==> config.mk <==
export PLATFORM = sky130hd
export DESIGN_NAME = lru_matrix_tracker
export DESIGN_NICKNAME = d
export VERILOG_FILES = /design/src/rtl/lru_pkg.sv /design/src/rtl/lru_pair_matrix.sv /design/src/rtl/lru_zero_row_detect.sv /design/src/rtl/lru_victim_encode.sv /design/src/rtl/lru_matrix_tracker.sv
export SDC_FILE = /design/constraint.sdc
export NUM_CORES = 1
export LEC_CHECK = 0
export BUFFER_PORTS_ARGS = -buffer_cell sky130_fd_sc_hd__buf_4
export CELL_PAD_IN_SITES_DETAIL_PLACEMENT = 1
export CELL_PAD_IN_SITES_GLOBAL_PLACEMENT = 2
export CORE_UTILIZATION = 30
export DETAILED_ROUTE_END_ITERATION = 10
export GPL_TIMING_DRIVEN = 0
export PLACE_DENSITY = 0.73
export SYNTH_ARGS = -nofsm -noshare
export SYNTH_HDL_FRONTEND = slang
export SYNTH_SLANG_ARGS = --single-unit
==> constraint.sdc <==
create_clock -name clk -period 1.3 [get_ports clk]
set_input_delay 0.26 -clock clk [delete_from_list [all_inputs] [get_ports clk]]
set_output_delay 0.26 -clock clk [all_outputs]
set_load 0.03 [all_outputs]
==> src/rtl/lru_pkg.sv <==
package lru_pkg;

    // Position of off-diagonal pair (row, col) in a packed vector holding
    // only the ways*(ways-1) meaningful bits, row-major, diagonal skipped.
    function automatic int pair_slot(input int ways, input int row, input int col);
        return row * (ways - 1) + ((col < row) ? col : col - 1);
    endfunction

    // Initial order: a higher-numbered way counts as more recent.
    function automatic logic boot_bit(input int row, input int col);
        return (row > col);
    endfunction

endpackage

==> src/rtl/lru_pair_matrix.sv <==
module lru_pair_matrix
    import lru_pkg::*;
#(
    parameter int WAYS  = 4,
    parameter int IDX_W = 2
) (
    input  logic                        clk,
    input  logic                        rst,
    input  logic                        upd_en,
    input  logic [IDX_W-1:0]            upd_way,
    output logic [WAYS-1:0][WAYS-1:0]   rows_o
);

    localparam int PAIRS = WAYS * (WAYS - 1);
    localparam logic [IDX_W:0] WAYS_L = (IDX_W + 1)'(WAYS);

    typedef struct packed {
        logic [PAIRS-1:0] bits;
    } order_t;

    order_t ord_d, ord_q;
    logic   upd_ok;

    assign upd_ok = upd_en && ({1'b0, upd_way} < WAYS_L);

    always_comb begin
        ord_d = ord_q;
        if (rst) begin
            for (int r = 0; r < WAYS; r++) begin
                for (int c = 0; c < WAYS; c++) begin
                    if (r != c) begin
                        ord_d.bits[pair_slot(WAYS, r, c)] = boot_bit(r, c);
                    end
                end
            end
        end else if (upd_ok) begin
            for (int r = 0; r < WAYS; r++) begin
                for (int c = 0; c < WAYS; c++) begin
                    if (r != c) begin
                        if (IDX_W'(r) == upd_way) begin
                            ord_d.bits[pair_slot(WAYS, r, c)] = 1'b1;
                        end else if (IDX_W'(c) == upd_way) begin
                            ord_d.bits[pair_slot(WAYS, r, c)] = 1'b0;
                        end
                    end
                end
            end
        end
    end

    always_ff @(posedge clk) begin
        ord_q <= ord_d;
    end

    // Expand to a full square view; the diagonal is a constant zero.
    for (genvar r = 0; r < WAYS; r++) begin : g_row
        for (genvar c = 0; c < WAYS; c++) begin : g_col
            if (r == c) begin : g_diag
                assign rows_o[r][c] = 1'b0;
            end else begin : g_pair
                localparam int SLOT = r * (WAYS - 1) + ((c < r) ? c : c - 1);
                assign rows_o[r][c] = ord_q.bits[SLOT];
            end
        end
    end

endmodule

==> src/rtl/lru_zero_row_detect.sv <==
module lru_zero_row_detect #(
    parameter int WAYS = 4
) (
    input  logic [WAYS-1:0][WAYS-1:0] rows_i,
    output logic [WAYS-1:0]           empty_o
);

    for (genvar r = 0; r < WAYS; r++) begin : g_row
        assign empty_o[r] = ~(|rows_i[r]);
    end

endmodule

==> src/rtl/lru_victim_encode.sv <==
module lru_victim_encode #(
    parameter int WAYS  = 4,
    parameter int IDX_W = 2
) (
    input  logic [WAYS-1:0]  mark_i,
    output logic [IDX_W-1:0] idx_o,
    output logic             any_o
);

    always_comb begin
        idx_o = '0;
        for (int k = 0; k < WAYS; k++) begin
            if (mark_i[k]) begin
                idx_o = idx_o | IDX_W'(k);
            end
        end
    end

    assign any_o = |mark_i;

endmodule

==> src/rtl/lru_matrix_tracker.sv <==
module lru_matrix_tracker #(
    parameter int WAYS  = 4,
    parameter int IDX_W = (WAYS > 1) ? $clog2(WAYS) : 1
) (
    input  logic             clk,
    input  logic             rst,
    input  logic             ref_valid,
    input  logic [IDX_W-1:0] ref_way,
    output logic [WAYS-1:0]  victim_onehot,
    output logic [IDX_W-1:0] victim_idx,
    output logic             victim_valid
);

    logic [WAYS-1:0][WAYS-1:0] rows;

    lru_pair_matrix #(
        .WAYS  (WAYS),
        .IDX_W (IDX_W)
    ) i_matrix (
        .clk     (clk),
        .rst     (rst),
        .upd_en  (ref_valid),
        .upd_way (ref_way),
        .rows_o  (rows)
    );

    lru_zero_row_detect #(
        .WAYS (WAYS)
    ) i_detect (
        .rows_i  (rows),
        .empty_o (victim_onehot)
    );

    lru_victim_encode #(
        .WAYS  (WAYS),
        .IDX_W (IDX_W)
    ) i_encode (
        .mark_i (victim_onehot),
        .idx_o  (victim_idx),
        .any_o  (victim_valid)
    );

endmodule

==> qor.csv <==
stage,metric,value,unit
run_status,status,"complete, but fails checks",
run_status,violations,setup timing,
power,power_density,1110,nW/µm²
power,switching_share,27.1,%
layout,fin_util,44.2,%
detailed_routing,via_per_inst,4.77,
clock_tree,insertion_delay,0.28,ns
detailed_routing,wl,1240,µm
job,cap_viol_max_count,0,
clock_tree,numCtsBuffers,3,
worst_setup_path,startpoint,i_matrix.ord_q[11]$_SDFFE_PP1P_,
power,leakagePower,0.352,nW
worst_setup_path,cpMostUsedCell,or3_4,
detailed_routing,drcViolationCount,0,
synthesis,yosysWarnings,0,
synthesis,synth-edff-count,0,
sta,worstMarginPinSlew,0.259,ns
floorplanning,rows,15,
grt,grt_pass1_vias,452,
grt,grt_max_degree,11,
sta,period_needed,1.59,ns
worst_setup_path,cp-start-kind,flop,
synthesis,ys_ff_latch,12,
layout,fin_cells,100,
place,gp_congestion,0.655,
clock_tree,cts.sinks,12,
place,io_buffers,11,
grt,grt_pass1_wl,1900,µm
clock_tree,cts_root_buffer,clkbuf_4,
sta,tns,-0.898,ns
clock_tree,cts.clk_slew.worst_paths,0.08,ns
synthesis,ys_seq_area_share,41.8,%
worst_setup_path,crit_path_max_incr_delay,0.41,ns
clock_tree,hold_buffers,0,
worst_setup_path,worst-path-buf-inv,1,
worst_setup_path,r2r_cells,1,
detailed_routing,vias,477,
floorplanning,die_h,45.8,µm
floorplanning,initial_utilization,32.6,%
worst_setup_path,path_class,flop to primary output,
sta,hold_violations,0,
place,dp.cells,96,
synthesis,synthArstFlopShare,0,%
detailed_routing,ant_nets,0,
clock_tree,cts_tree,yes,
sta,max_freq,0.630,GHz
detailed_routing,drtIter0Drc,3,
layout,stdcell_area,779,µm²
layout,area_growth,35.7,%
power,p_clk_share,35.3,%
sta,drv_slew,0,
layout,final_cell_mix,"dfxtp_1, buf_4, nand2_1",
power,intPower,0.630,mW
floorplanning,die-area,2090,µm²
layout,antenna_cells,0,
place,hpwl,946,µm
sta,fin_skew,0,ns
layout,final_nets,86,
sta,holdWs,0.194,ns
worst_setup_path,path_cells,or3_4 > nand2b_4 > or3_4 > buf_6,
min_path,hold_class,input pin to flop,
power,peakVddDrop,0.000399,V
power,switchingPower,0.234,mW
clock_tree,htreeDepth,1,
power,p_seq_share,47.0,%
synthesis,ys.flop_type,dfxtp_1,
worst_setup_path,crit_fanout,3,
floorplanning,core-area,1760,µm²
worst_setup_path,r2r_start,i_matrix.ord_q[3]$_SDFFE_PP1P_,
sta,relSlewSlack,82.5,%
worst_setup_path,cpMaxStageDelayCell,or3_4,
grt,antenna_found_initial,0,
detailed_routing,routedWlPerCell,12.4,µm
floorplanning,dieWidth,45.8,µm
layout,top_regs,i_matrix.ord_q x12,
worst_setup_path,cp_top_family,simple AND/OR/NAND/NOR gates,
layout,largest_register_ffs,12,
synthesis,syn_area_per_cell,9.57,µm²
sta,setup_viol,4,
clock_tree,cts_setup_buffers,0,
grt,gr-usage-all-layers,14.1,%
worst_setup_path,path_depth,4,
synthesis,ys_types,22,
layout,drive_gt1_share,41.3,%
worst_setup_path,crit_path_end_kind,primary output,
grt,overflow,0,
floorplanning,io_pins,12,
min_path,hold_depth,2,
synthesis,synth_nets,70,
clock_tree,clk_path_buf_depth,2,
sta,finalCritPeriodShare,122,%
synthesis,netlist_area,574,µm²
detailed_routing,dr.pass1.iters,3,
sta,timing.final.ws_setup,-0.288,ns
place,dpl-instance-area,721,µm²
power,combPwrFrac,17.7,%
synthesis,syn_inst,60,
sta,rsz0062_at_grt,true,
layout,largest_register,i_matrix.ord_q,
min_path,hp-start,rst,
worst_setup_path,crit_required,1.04,ns
worst_setup_path,worst_ep_arrival_time,1.33,ns
## what timing repair did
action	4_1_cts	5_1_grt
cloned	0	0
endpoints found under the hold margin	0	0
endpoints found under the setup margin	5	6
gates resized for setup	7	1
pin swaps	1	0
## cell type report
class | count | area [µm²]
Fill cell | 225 | 985
Multi-Input combinational cell | 43 | 345
Sequential cell | 12 | 245
Timing Repair Buffer | 11 | 93.8
Clock buffer | 4 | 36.3
Tap cell | 25 | 31.3
Buffer | 2 | 16.3
Inverter | 3 | 11.3
## final timing paths
kind                                                        end  slack (ns)
worst max-delay path                               victim_valid       -0.29
worst min-delay path            i_matrix.ord_q[10]$_SDFFE_PP1P_        0.19
worst max register to register   i_matrix.ord_q[3]$_SDFFE_PP1P_        0.53
worst min register to register   i_matrix.ord_q[4]$_SDFFE_PP0P_        0.49
## kinds of logic after synthesis
group	after synthesis	synth area share (%)
fa+ha+maj	5	10.9
buf+inv	5	4.79
simple gates	24	24.4
compound gates	11	12.9
flops	12	41.8
mux	3	5.23
## per-stage QoR
stage / setup WS [ns] / power, mW
finish: -0.288 / 0.865
global route: -0.325 / 0.903
CTS: -0.295 / 0.877
detailed placement: -0.0788 / 0.561
global placement: -0.0773 / 0.560
floorplan: -0.0848 / 0.511
## power groups by stage
| stage | combinational, mW | sequential, mW | clock, mW |
|---|---|---|---|
| finish | 0.153 | 0.407 | 0.305 |
| floorplan | 0.102 | 0.409 | 0 |
| detailed placement | 0.149 | 0.412 | 0 |
| CTS | 0.154 | 0.406 | 0.316 |
| global route | 0.167 | 0.409 | 0.327 |
| global placement | 0.147 | 0.412 | 0 |
## routing by layer
metal / GRT usage [%] / part of all wire, %
met1: 16.1 / 50
met5: 0 / 0
met2: 20.9 / 42
met4: 14.1 / 4.3
met3: 3.57 / 3.7
## synthesized netlist by cell type (2+ instances only)
master | n | share of area [%]
nand2b_1 | 3 | 3.3
dfxtp_1 | 12 | 42
nor2_1 | 3 | 2.0
a21oi_1 | 5 | 4.4
nor3_1 | 4 | 3.5
a221o_1 | 3 | 5.2
mux2i_1 | 3 | 5.2
ha_1 | 5 | 11
nand2_1 | 6 | 3.9
inv_1 | 3 | 2.0
nand2_2 | 2 | 2.2
(Power assumes the default switching activity.)
